--- config.mk ---
export PLATFORM = sky130hd
export DESIGN_NAME = slot_hp_evt_ctrl
export DESIGN_NICKNAME = d
export VERILOG_FILES = /design/src/rtl/hp_evt_pkg.sv /design/src/rtl/hp_slot_status.sv /design/src/rtl/hp_gpe_block.sv /design/src/rtl/hp_eject_dec.sv /design/src/rtl/slot_hp_evt_ctrl.sv
export SDC_FILE = /design/constraint.sdc
export NUM_CORES = 1
export LEC_CHECK = 0
export ABC_AREA = 0
export CAP_MARGIN = 20
export CORE_AREA = 2 2 114 116
export DETAILED_ROUTE_END_ITERATION = 12
export DIE_AREA = 0 0 116 118
export PLACE_DENSITY = 0.91
export SLEW_MARGIN = 30
export SYNTH_ARGS = -nofsm -noshare
export SYNTH_HDL_FRONTEND = slang
export SYNTH_SLANG_ARGS = --single-unit
export TNS_END_PERCENT = 1
--- constraint.sdc ---
create_clock -name clk -period 5.45 [get_ports clk]
set_input_delay 1.3625 -clock clk [delete_from_list [all_inputs] [get_ports clk]]
set_output_delay 1.3625 -clock clk [all_outputs]
set_load 0.01 [all_outputs]
--- src/rtl/hp_evt_pkg.sv ---
package hp_evt_pkg;
  typedef enum logic [1:0] {
    HP_EVT_COLD   = 2'b00,
    HP_EVT_ADD    = 2'b01,
    HP_EVT_REMOVE = 2'b10,
    HP_EVT_RSVD   = 2'b11
  } hp_evt_kind_e;

  localparam logic [1:0] HP_WORD_UP    = 2'd0;
  localparam logic [1:0] HP_WORD_DOWN  = 2'd1;
  localparam logic [1:0] HP_WORD_EJECT = 2'd2;
  localparam logic [1:0] HP_WORD_RMV   = 2'd3;
endpackage

--- src/rtl/hp_slot_status.sv ---
module hp_slot_status
  import hp_evt_pkg::*;
#(
  parameter int SLOT_CNT = 32,
  parameter int SLOT_W   = $clog2(SLOT_CNT)
) (
  input  logic                clk,
  input  logic                rst_n,
  input  logic                evt_valid,
  input  logic [SLOT_W-1:0]   evt_slot,
  input  logic [1:0]          evt_kind,
  output logic [SLOT_CNT-1:0] up_map,
  output logic [SLOT_CNT-1:0] down_map,
  output logic                hot_evt
);
  hp_evt_kind_e        kind;
  logic [SLOT_CNT-1:0] up_d, down_d;

  assign kind    = hp_evt_kind_e'(evt_kind);
  assign hot_evt = evt_valid && (kind == HP_EVT_ADD || kind == HP_EVT_REMOVE);

  // both maps start from zero on every hot event
  always_comb begin
    up_d   = '0;
    down_d = '0;
    if (kind == HP_EVT_ADD) up_d[evt_slot]   = 1'b1;
    else                    down_d[evt_slot] = 1'b1;
  end

  always_ff @(posedge clk or negedge rst_n) begin
    if (!rst_n) begin
      up_map   <= '0;
      down_map <= '0;
    end else if (hot_evt) begin
      up_map   <= up_d;
      down_map <= down_d;
    end
  end
endmodule

--- src/rtl/hp_gpe_block.sv ---
module hp_gpe_block #(
  parameter int GPE_LEN = 4,
  parameter int HP_BIT  = 1,
  parameter int AW      = $clog2(GPE_LEN)
) (
  input  logic          clk,
  input  logic          rst_n,
  input  logic          wr,
  input  logic [AW-1:0] addr,
  input  logic [7:0]    wdata,
  input  logic          set_hp,
  output logic [7:0]    rdata,
  output logic          hp_sts,
  output logic          irq
);
  localparam int HALF = GPE_LEN / 2;
  localparam int IW   = AW - 1;

  logic [HALF-1:0][7:0] sts_q, sts_d;
  logic [HALF-1:0][7:0] en_q, en_d;
  logic                 sts_ce, en_ce;
  logic [IW-1:0]        idx;

  assign sts_ce = wr | set_hp;
  assign en_ce  = wr;

  always_comb begin
    sts_d = sts_q;
    en_d  = en_q;
    for (int i = 0; i < HALF; i++) begin
      if (wr && addr == AW'(i))        sts_d[i] = sts_q[i] & ~wdata;
      if (wr && addr == AW'(HALF + i)) en_d[i]  = wdata;
    end
    // a new event outranks a same-cycle clear
    if (set_hp) sts_d[0][HP_BIT] = 1'b1;
  end

  always_ff @(posedge clk or negedge rst_n) begin
    if (!rst_n)      sts_q <= '0;
    else if (sts_ce) sts_q <= sts_d;
  end

  always_ff @(posedge clk or negedge rst_n) begin
    if (!rst_n)     en_q <= '0;
    else if (en_ce) en_q <= en_d;
  end

  assign idx    = addr[IW-1:0];
  assign rdata  = addr[AW-1] ? en_q[idx] : sts_q[idx];
  assign hp_sts = sts_q[0][HP_BIT];
  assign irq    = sts_q[0][HP_BIT] & en_q[0][HP_BIT];
endmodule

--- src/rtl/hp_eject_dec.sv ---
module hp_eject_dec #(
  parameter int SLOT_CNT = 32,
  parameter int SLOT_W   = $clog2(SLOT_CNT)
) (
  input  logic                clk,
  input  logic                rst_n,
  input  logic                wr,
  input  logic [SLOT_CNT-1:0] wdata,
  input  logic [SLOT_CNT-1:0] removable,
  output logic                eject_stb,
  output logic [SLOT_W-1:0]   eject_slot
);
  logic [SLOT_W-1:0] low_idx;
  logic              fire;

  // descending scan so the lowest set bit is the last one written
  always_comb begin
    low_idx = '0;
    for (int i = SLOT_CNT - 1; i >= 0; i--) begin
      if (wdata[i]) low_idx = SLOT_W'(i);
    end
  end

  assign fire = wr && (|wdata) && removable[low_idx];

  always_ff @(posedge clk or negedge rst_n) begin
    if (!rst_n) eject_stb <= 1'b0;
    else        eject_stb <= fire;
  end

  always_ff @(posedge clk or negedge rst_n) begin
    if (!rst_n)    eject_slot <= '0;
    else if (fire) eject_slot <= low_idx;
  end
endmodule

--- src/rtl/slot_hp_evt_ctrl.sv ---
module slot_hp_evt_ctrl
  import hp_evt_pkg::*;
#(
  parameter int SLOT_CNT = 32,
  parameter int SLOT_W   = $clog2(SLOT_CNT),
  parameter int GPE_LEN  = 4,
  parameter int GPE_AW   = $clog2(GPE_LEN),
  parameter int HP_BIT   = 1
) (
  input  logic                clk,
  input  logic                rst_n,
  input  logic                hp_wr,
  input  logic [3:2]          hp_addr,
  input  logic [SLOT_CNT-1:0] hp_wdata,
  output logic [SLOT_CNT-1:0] hp_rdata,
  input  logic                gpe_wr,
  input  logic [GPE_AW-1:0]   gpe_addr,
  input  logic [7:0]          gpe_wdata,
  output logic [7:0]          gpe_rdata,
  input  logic                evt_valid,
  input  logic [SLOT_W-1:0]   evt_slot,
  input  logic [1:0]          evt_kind,
  input  logic [SLOT_CNT-1:0] hp_cap,
  output logic                sci_irq,
  output logic                eject_stb,
  output logic [SLOT_W-1:0]   eject_slot
);
  logic [SLOT_CNT-1:0] up_map, down_map;
  logic                hot_evt, hp_sts;
  logic [SLOT_CNT-1:0] rmv_q, rmv_d, rmv_val;
  logic                snap_pend_q, snap_pend_d;
  logic                eject_wr;

  hp_slot_status #(.SLOT_CNT(SLOT_CNT), .SLOT_W(SLOT_W)) u_status (
    .clk(clk), .rst_n(rst_n), .evt_valid(evt_valid), .evt_slot(evt_slot),
    .evt_kind(evt_kind), .up_map(up_map), .down_map(down_map), .hot_evt(hot_evt)
  );

  hp_gpe_block #(.GPE_LEN(GPE_LEN), .HP_BIT(HP_BIT), .AW(GPE_AW)) u_gpe (
    .clk(clk), .rst_n(rst_n), .wr(gpe_wr), .addr(gpe_addr), .wdata(gpe_wdata),
    .set_hp(hot_evt), .rdata(gpe_rdata), .hp_sts(hp_sts), .irq(sci_irq)
  );

  // removable mask: capability sampled once after reset
  always_comb begin
    snap_pend_d = 1'b0;
    rmv_d       = hp_cap;
  end

  always_ff @(posedge clk or negedge rst_n) begin
    if (!rst_n) begin
      snap_pend_q <= 1'b1;
      rmv_q       <= '1;
    end else if (snap_pend_q) begin
      snap_pend_q <= snap_pend_d;
      rmv_q       <= rmv_d;
    end
  end

  assign rmv_val  = snap_pend_q ? hp_cap : rmv_q;
  assign eject_wr = hp_wr && (hp_addr == HP_WORD_EJECT);

  hp_eject_dec #(.SLOT_CNT(SLOT_CNT), .SLOT_W(SLOT_W)) u_eject (
    .clk(clk), .rst_n(rst_n), .wr(eject_wr), .wdata(hp_wdata),
    .removable(rmv_val), .eject_stb(eject_stb), .eject_slot(eject_slot)
  );

  always_comb begin
    unique case (hp_addr)
      HP_WORD_UP:    hp_rdata = up_map;
      HP_WORD_DOWN:  hp_rdata = down_map;
      HP_WORD_EJECT: hp_rdata = '0;
      default:       hp_rdata = rmv_val;
    endcase
  end
endmodule

==> metrics, run 1 <==
CP max FO 22; Ports around 140; cells along the critical path buf_2, nand2_1, o22ai_1, clkdlybuf4s50_1; core area 12410 µm²; hold wc startpoint u_status.down_map[22]$_DFFE_PN0P_; Die Width around 120 µm; number of port buffers between 100 and 150; drt wl/cell 21.23 µm; Min-Delay Endpoint u_status.down_map[22]$_DFFE_PN0P_; critical path class input port to output pin; sum of negative setup slack 0 ns; post-CTS sizing 0; status finished clean; Syn Nets approximately 690; worst slack, placed roughly 0.57 ns; Yosys cell types 66; die height 118 µm; Yosys top cell by area dfrtp_1; crit path launch type input port; DRT Wirelength 19340 µm; first-pass GRT wire length around 30000 µm; CP required ~4.1 ns; RSZ-0062 raised after global routing false; Filler cells between 800 and 900; Tcrit/Tclk final 0.8914; nets between 800 and 900; initial DRC count about 470; die area about 14000 µm²; Peak Freq a little over 200 MHz; synthesized flop and latch total 135; r2r setup slk around 2.2 ns; Post-synth EDFFs 0; Tot Pwr 2.747 mW; crit path DAT roughly 3.5 ns; RD Place Congestion just under 1; Clock Pin Slew Worst Setup and Hold Paths around 0.05 ns; CTS Hold Buffers Added 0; num rows 41; GRT Residual Overflow 0; slowest CP cell nand2_1; clk buf depth 2; DRC viols 0; Inserted Clock Buffers 17; slack of the critical path slightly below 0.6 ns; maximum capacitance violations 0; number of detailed-route iterations in the first pass 6; worst-margin pin slew around 1.1 ns; Yosys warning count 0; WHS about 0.48 ns; crit-path max cell delay between 0.6 and 0.7 ns; total track usage 0.2926; post-synthesis instance total 600; via count roughly 5600; Period minus WS final between 4 and 5 ns; number of clock sinks 135; vias in the first global route between 5000 and 6000; Async S/R FF share, synth 1.000; top cell type's share of synthesized area 0.3803; pin count of the biggest net entering global routing 50; top cells by area, synth dfrtp_1 (38%), dfstp_2 (13%), mux2i_1 (8.1%), mux2_2 (4.5%), a22o_1 (4.2%); clock latency on the worst-skew pair around 0.42 ns; final hold viol count 0; via density per instance 6.178; Max H-tree Level 4; hold path depth 2; slew margin rel. 0.2753; CTS root buf clkbuf_16; worst-case reg-to-reg path depth 6; CTS tree done; dpl hpwl between 10000 and 15000 µm; most frequent cells in the layout clkdlybuf4s50_1 (132), dfrtp_1 (102), mux2i_1 (54); RR Endpoint u_eject.eject_slot[1]$_DFFE_PN0P_; leak pwr between 3 and 4 nW; register area share after synthesis 0.5095; crit end category output pin; count of final setup violators 0; syn avg cell area 11.19 µm²; initial antenna violation count 0; Post-CTS Setup Bufs 0; HP Class register to register; ANT cells 0; Starting Density 0.5406; worst reg2reg path startpoint snap_pend_q$_DFF_PN1_; commonest non-fill, non-tap cell in the layout clkdlybuf4s50_1; mapped cell area about 6700 µm²; share of layout cells above drive strength 1 0.1840; Slew Limit Fails 0; P per Cell Area ~310 nW/µm²; Final ANT Viol Nets 0; crit path from hp_addr[2]; Max Clock Skew just over 0.004 ns; VDD IR-drop max 0.1925 mV; Main synth FF type dfrtp_1; Area Overhead vs Synth 31.32%
through the flow:
step	instances	utilization	area, µm²
floorplan	600	-	6711
global placement	879	0.6567	8153
detailed placement	879	0.6567	8153
CTS	911	0.7083	8793
global route	911	0.7099	8813
finish	911	0.7099	8813
report_power, final:
part | total, mW | switching (mW) | internal (mW)
registers | 1.12 | 0.0360 | 1.08
logic | 0.422 | 0.212 | 0.210
clock network | 1.20 | 0.425 | 0.779
total | 2.75 | 0.673 | 2.07
layer usage:
metal / vias to the layer above / wire (µm) / GRT usage
met2: 308 / 9624 / 0.4909
li1: 2467 / - / -
met3: 78 / 1635 / 0.09732
met5: - / 0 / 0
met4: 0 / 848 / 0.1429
met1: 2775 / 7233 / 0.3317
worst max-delay path by stage:
| stage | endpoint | slack [ns] | depth (start not counted) |
|---|---|---|---|
| floorplan | u_eject.eject_slot[0]$_DFFE_PN0P_ | 1.39 | 10 |
| global placement | u_eject.eject_slot[1]$_DFFE_PN0P_ | 0.66 | 10 |
| detailed placement | u_eject.eject_slot[1]$_DFFE_PN0P_ | 0.57 | 10 |
| CTS | hp_rdata[6] | 0.62 | 4 |
| global route | hp_rdata[23] | 0.43 | 4 |
| finish | hp_rdata[23] | 0.59 | 4 |
flip-flops by register name, summed over array words and instances, names as in the netlist, 5 cells and up:
name,count
u_status.down_map,32
u_eject.eject_slot,5
u_gpe.sts_q,15
rmv_q,32
u_status.up_map,32
u_gpe.en_q,16
Yosys cell counts, types with 5 or more instances:
library cell	n
a21boi_0	15
nand3_1	20
a22o_1	32
inv_1	29
nand3b_1	5
nand2_1	46
clkbuf_1	21
mux2i_1	54
nor3_1	13
mux2_2	27
buf_1	7
a21oi_1	8
mux4_2	9
nand2b_1	6
dfstp_2	33
dfrtp_1	102
o21ai_0	46
o22ai_1	21
nor4_1	8
nor2_1	27
cells by family after synthesis:
kind of cell	after synthesis	synth area share
AOI/OAI and AO/OA	155	0.1648
other	1	0.0005587
and+or+nand+nor	151	0.1134
DFF	135	0.5095
adders and majority gates	1	0.001864
muxes	95	0.1706
buffers and inverters	62	0.03934
worst max-delay path: cells and delay by family:
family / cells / cell delay, ns
compound gates: 1 / 0.43
buf+inv: 2 / 1.07
simple gates: 1 / 0.62
cell type report:
type	count	area, µm²	share of cell area
clock buffers	24	534.3	0.06062
clock inverters	8	106.4	0.01207
inverters	29	108.9	0.01235
multi-input cells	403	3050	0.3461
flip-flops and latches	135	3420	0.3880
well taps	172	215.2	0.02442
repair buffers	140	1379	0.1564
Note: power is estimated with default switching activity, not from simulation.
==> inputs of run 2 (changes only) <==
Settings changed: DONT_BUFFER_PORTS from default to 1, PLACE_DENSITY 0.91 to 0.69.
==> run 2 against run 1 <==
Compared with the run above: first-iteration DRC count decreased by 2.1%; hold slack got worse by 0.0072 ns; maximum frequency increased by 20%; combinational power decreased by 45%; via count decreased by 13%; sequential power about the same; largest cell class unchanged; largest power group unchanged.
==> metrics, run 2 (synthesized netlist as in run 1, its figures left out) <==
status finished clean (unchanged); Ports 135 (unchanged); Area Overhead vs Synth 10.37% (was 31.32%); RD Place Congestion 0.8828 (was 0.9775); CTS Hold Buffers Added 0 (unchanged); crit end category register (was output pin); number of detailed-route iterations in the first pass 5 (was 6); sum of negative setup slack 0 ns (unchanged); Post-CTS Setup Bufs 0 (unchanged); Final Instance Area 7407 µm² (was 8813 µm²); clk buf depth 2 (unchanged); Max Clock Skew 0.006805 ns (was 0.004116 ns); placed inst area 6782 µm² (was 8153 µm²); drt wl/cell 21.17 µm (was 21.23 µm); initial DRC count 464 (was 474); die height 118 µm (unchanged); Levels on crit path 9 (was 4); Filler cells 1069 (was 841); HP Class register to register (unchanged); Reg power frac 0.445 (was 0.408); Final Util 0.5967 (was 0.7099); switching pwr 587.2 µW (was 673.3 µW); P per Cell Area 340.3 nW/µm² (was 311.7 nW/µm²); most frequent cells in the layout dfrtp_1 (102), mux2i_1 (54), nand2_1 (46), o21ai_0 (46), dfstp_2 (33) (was clkdlybuf4s50_1 (132), dfrtp_1 (102), mux2i_1 (54)); worst-case reg-to-reg path depth 6 (unchanged); Comb power frac 0.092 (was 0.153); VDD IR-drop max 0.2139 mV (was 0.1925 mV); via density per instance 6.333 (was 6.178); pin count of the biggest net entering global routing 136 (was 50); Reg area 3420 µm² (unchanged); RR Endpoint u_eject.eject_slot[1]$_DFFE_PN0P_ (unchanged); commonest non-fill, non-tap cell in the layout dfrtp_1 (was clkdlybuf4s50_1); count of final setup violators 0 (unchanged); crit-path max cell delay 0.64 ns (was 0.62 ns); worst reg2reg path startpoint snap_pend_q$_DFF_PN1_ (unchanged); via count 4889 (was 5628); critical path class input port to register (was input port to output pin); DRT Wirelength 16340 µm (was 19340 µm); Critical Path End u_eject.eject_slot[1]$_DFFE_PN0P_ (was hp_rdata[23]); CTS root buf clkbuf_16 (unchanged); Regs by FF count rmv_q x32, u_status.down_map x32, u_status.up_map x32 (unchanged); Slew Limit Fails 0 (unchanged); GRT Residual Overflow 0 (unchanged); worst-margin pin slew 0.9509 ns (was 1.085 ns); r2r setup slk 2.25 ns (was 2.19 ns); first-pass GRT wire length 25420 µm (was 30570 µm); multi-input logic area 3045 µm² (was 3050 µm²); dpl hpwl 11770 µm (was 13420 µm); crit path from hp_wdata[20] (was hp_addr[2]); ANT cells 0 (unchanged); post-CTS sizing 0 (unchanged); RSZ-0062 raised after global routing false (unchanged); nets 676 (was 815); Tot Pwr 2.520 mW (was 2.747 mW); maximum capacitance violations 0 (unchanged); crit path DAT 4.33 ns (was 3.50 ns); internal power 1.933 mW (was 2.074 mW); number of clock sinks 135 (unchanged); CP required 5.75 ns (was 4.09 ns); Starting Density 0.5406 (unchanged); leak pwr 3.199 nW (was 3.758 nW); Period minus WS final 4.034 ns (was 4.858 ns); core area 12410 µm² (unchanged); vias in the first global route 4782 (was 5900); Inserted Clock Buffers 17 (unchanged); Max H-tree Level 4 (unchanged); cells along the critical path or3_1, a221o_1, a21oi_2, o221a_1, mux4_1, a22oi_2, o22ai_2, a211oi_4, mux2_4 (was buf_2, nand2_1, o22ai_1, clkdlybuf4s50_1); switch share 0.2330 (was 0.2451); Peak Freq 247.9 MHz (was 205.8 MHz); initial antenna violation count 0 (unchanged); Final ANT Viol Nets 0 (unchanged); CTS tree done (unchanged); Clock Pin Slew Worst Setup and Hold Paths 0.06 ns (was 0.05 ns); DRC viols 0 (unchanged); final hold viol count 0 (unchanged); Clock power frac 0.463 (was 0.439); num rows 41 (unchanged); Die Width 116 µm (unchanged); crit path launch type input port (unchanged); CP max FO 10 (was 22); slew margin rel. 0.3647 (was 0.2753); number of port buffers 0 (was 134); die area 13690 µm² (unchanged); slowest CP cell mux4_1 (was nand2_1); Tcrit/Tclk final 0.7402 (was 0.8914); clock latency on the worst-skew pair 0.42 ns (about the same); Crit path max-delay family compound AO/OA/AOI/OAI gates (was buffers and inverters); Bufs and invs on worst path 0 (was 2); share of layout cells above drive strength 1 0.2100 (was 0.1840); total track usage 0.2430 (was 0.2926)
==> run 2: power by group through the flow <==
| stage | Clock (mW) | Combinational (mW) | Sequential [mW] |
|---|---|---|---|
| after global placement | 0 | 0.226 | 1.13 |
| after CTS | 1.18 | 0.231 | 1.12 |
| after floorplan | 0 | 0.208 | 1.12 |
| after global routing | 1.23 | 0.249 | 1.13 |
| final | 1.17 | 0.231 | 1.12 |
| after detailed placement | 0 | 0.230 | 1.14 |
==> run 2: tightest hold or removal path, cell delays in order, from the launching register on <==
cell	delay, ns
dfrtp_1	0.34
nand2_1	0.05
o21ai_0	0.06
==> run 2: worst min path at each step <==
stage	startpoint	cells past startpoint	endpoint
after floorplan	u_status.up_map[12]$_DFFE_PN0P_	2	u_status.up_map[12]$_DFFE_PN0P_
after CTS	u_status.down_map[31]$_DFFE_PN0P_	2	u_status.down_map[31]$_DFFE_PN0P_
final	u_status.up_map[13]$_DFFE_PN0P_	2	u_status.up_map[13]$_DFFE_PN0P_
after global routing	u_status.down_map[28]$_DFFE_PN0P_	2	u_status.down_map[28]$_DFFE_PN0P_
after detailed placement	u_status.down_map[12]$_DFFE_PN0P_	2	u_status.down_map[12]$_DFFE_PN0P_
after global placement	u_status.down_map[31]$_DFFE_PN0P_	2	u_status.down_map[31]$_DFFE_PN0P_
==> run 2: layer usage <==
layer | part of all wire | global-route usage
met5 | 0 | 0
met4 | 0.020 | 0.08110
met3 | 0.077 | 0.07415
met1 | 0.41 | 0.3146
met2 | 0.49 | 0.3889
==> run 2: layout make-up <==
type / count / area share
Clock inverter: 10 / 0.01976
Sequential cell: 135 / 0.4617
Timing Repair Buffer: 1 / 0.001014
Inverter: 29 / 0.01470
Multi-Input combinational cell: 403 / 0.4111
Tap cell: 172 / 0.02905
Clock buffer: 22 / 0.06267
==> run 2: through the flow <==
step	setup slack, ns	instances	hold slack (ns)
after detailed placement	0.9750	740	0.4700
after global routing	1.327	772	0.5070
after floorplan	1.385	600	0.4492
after CTS	1.403	772	0.4832
final	1.416	772	0.4764
after global placement	1.054	740	0.4615
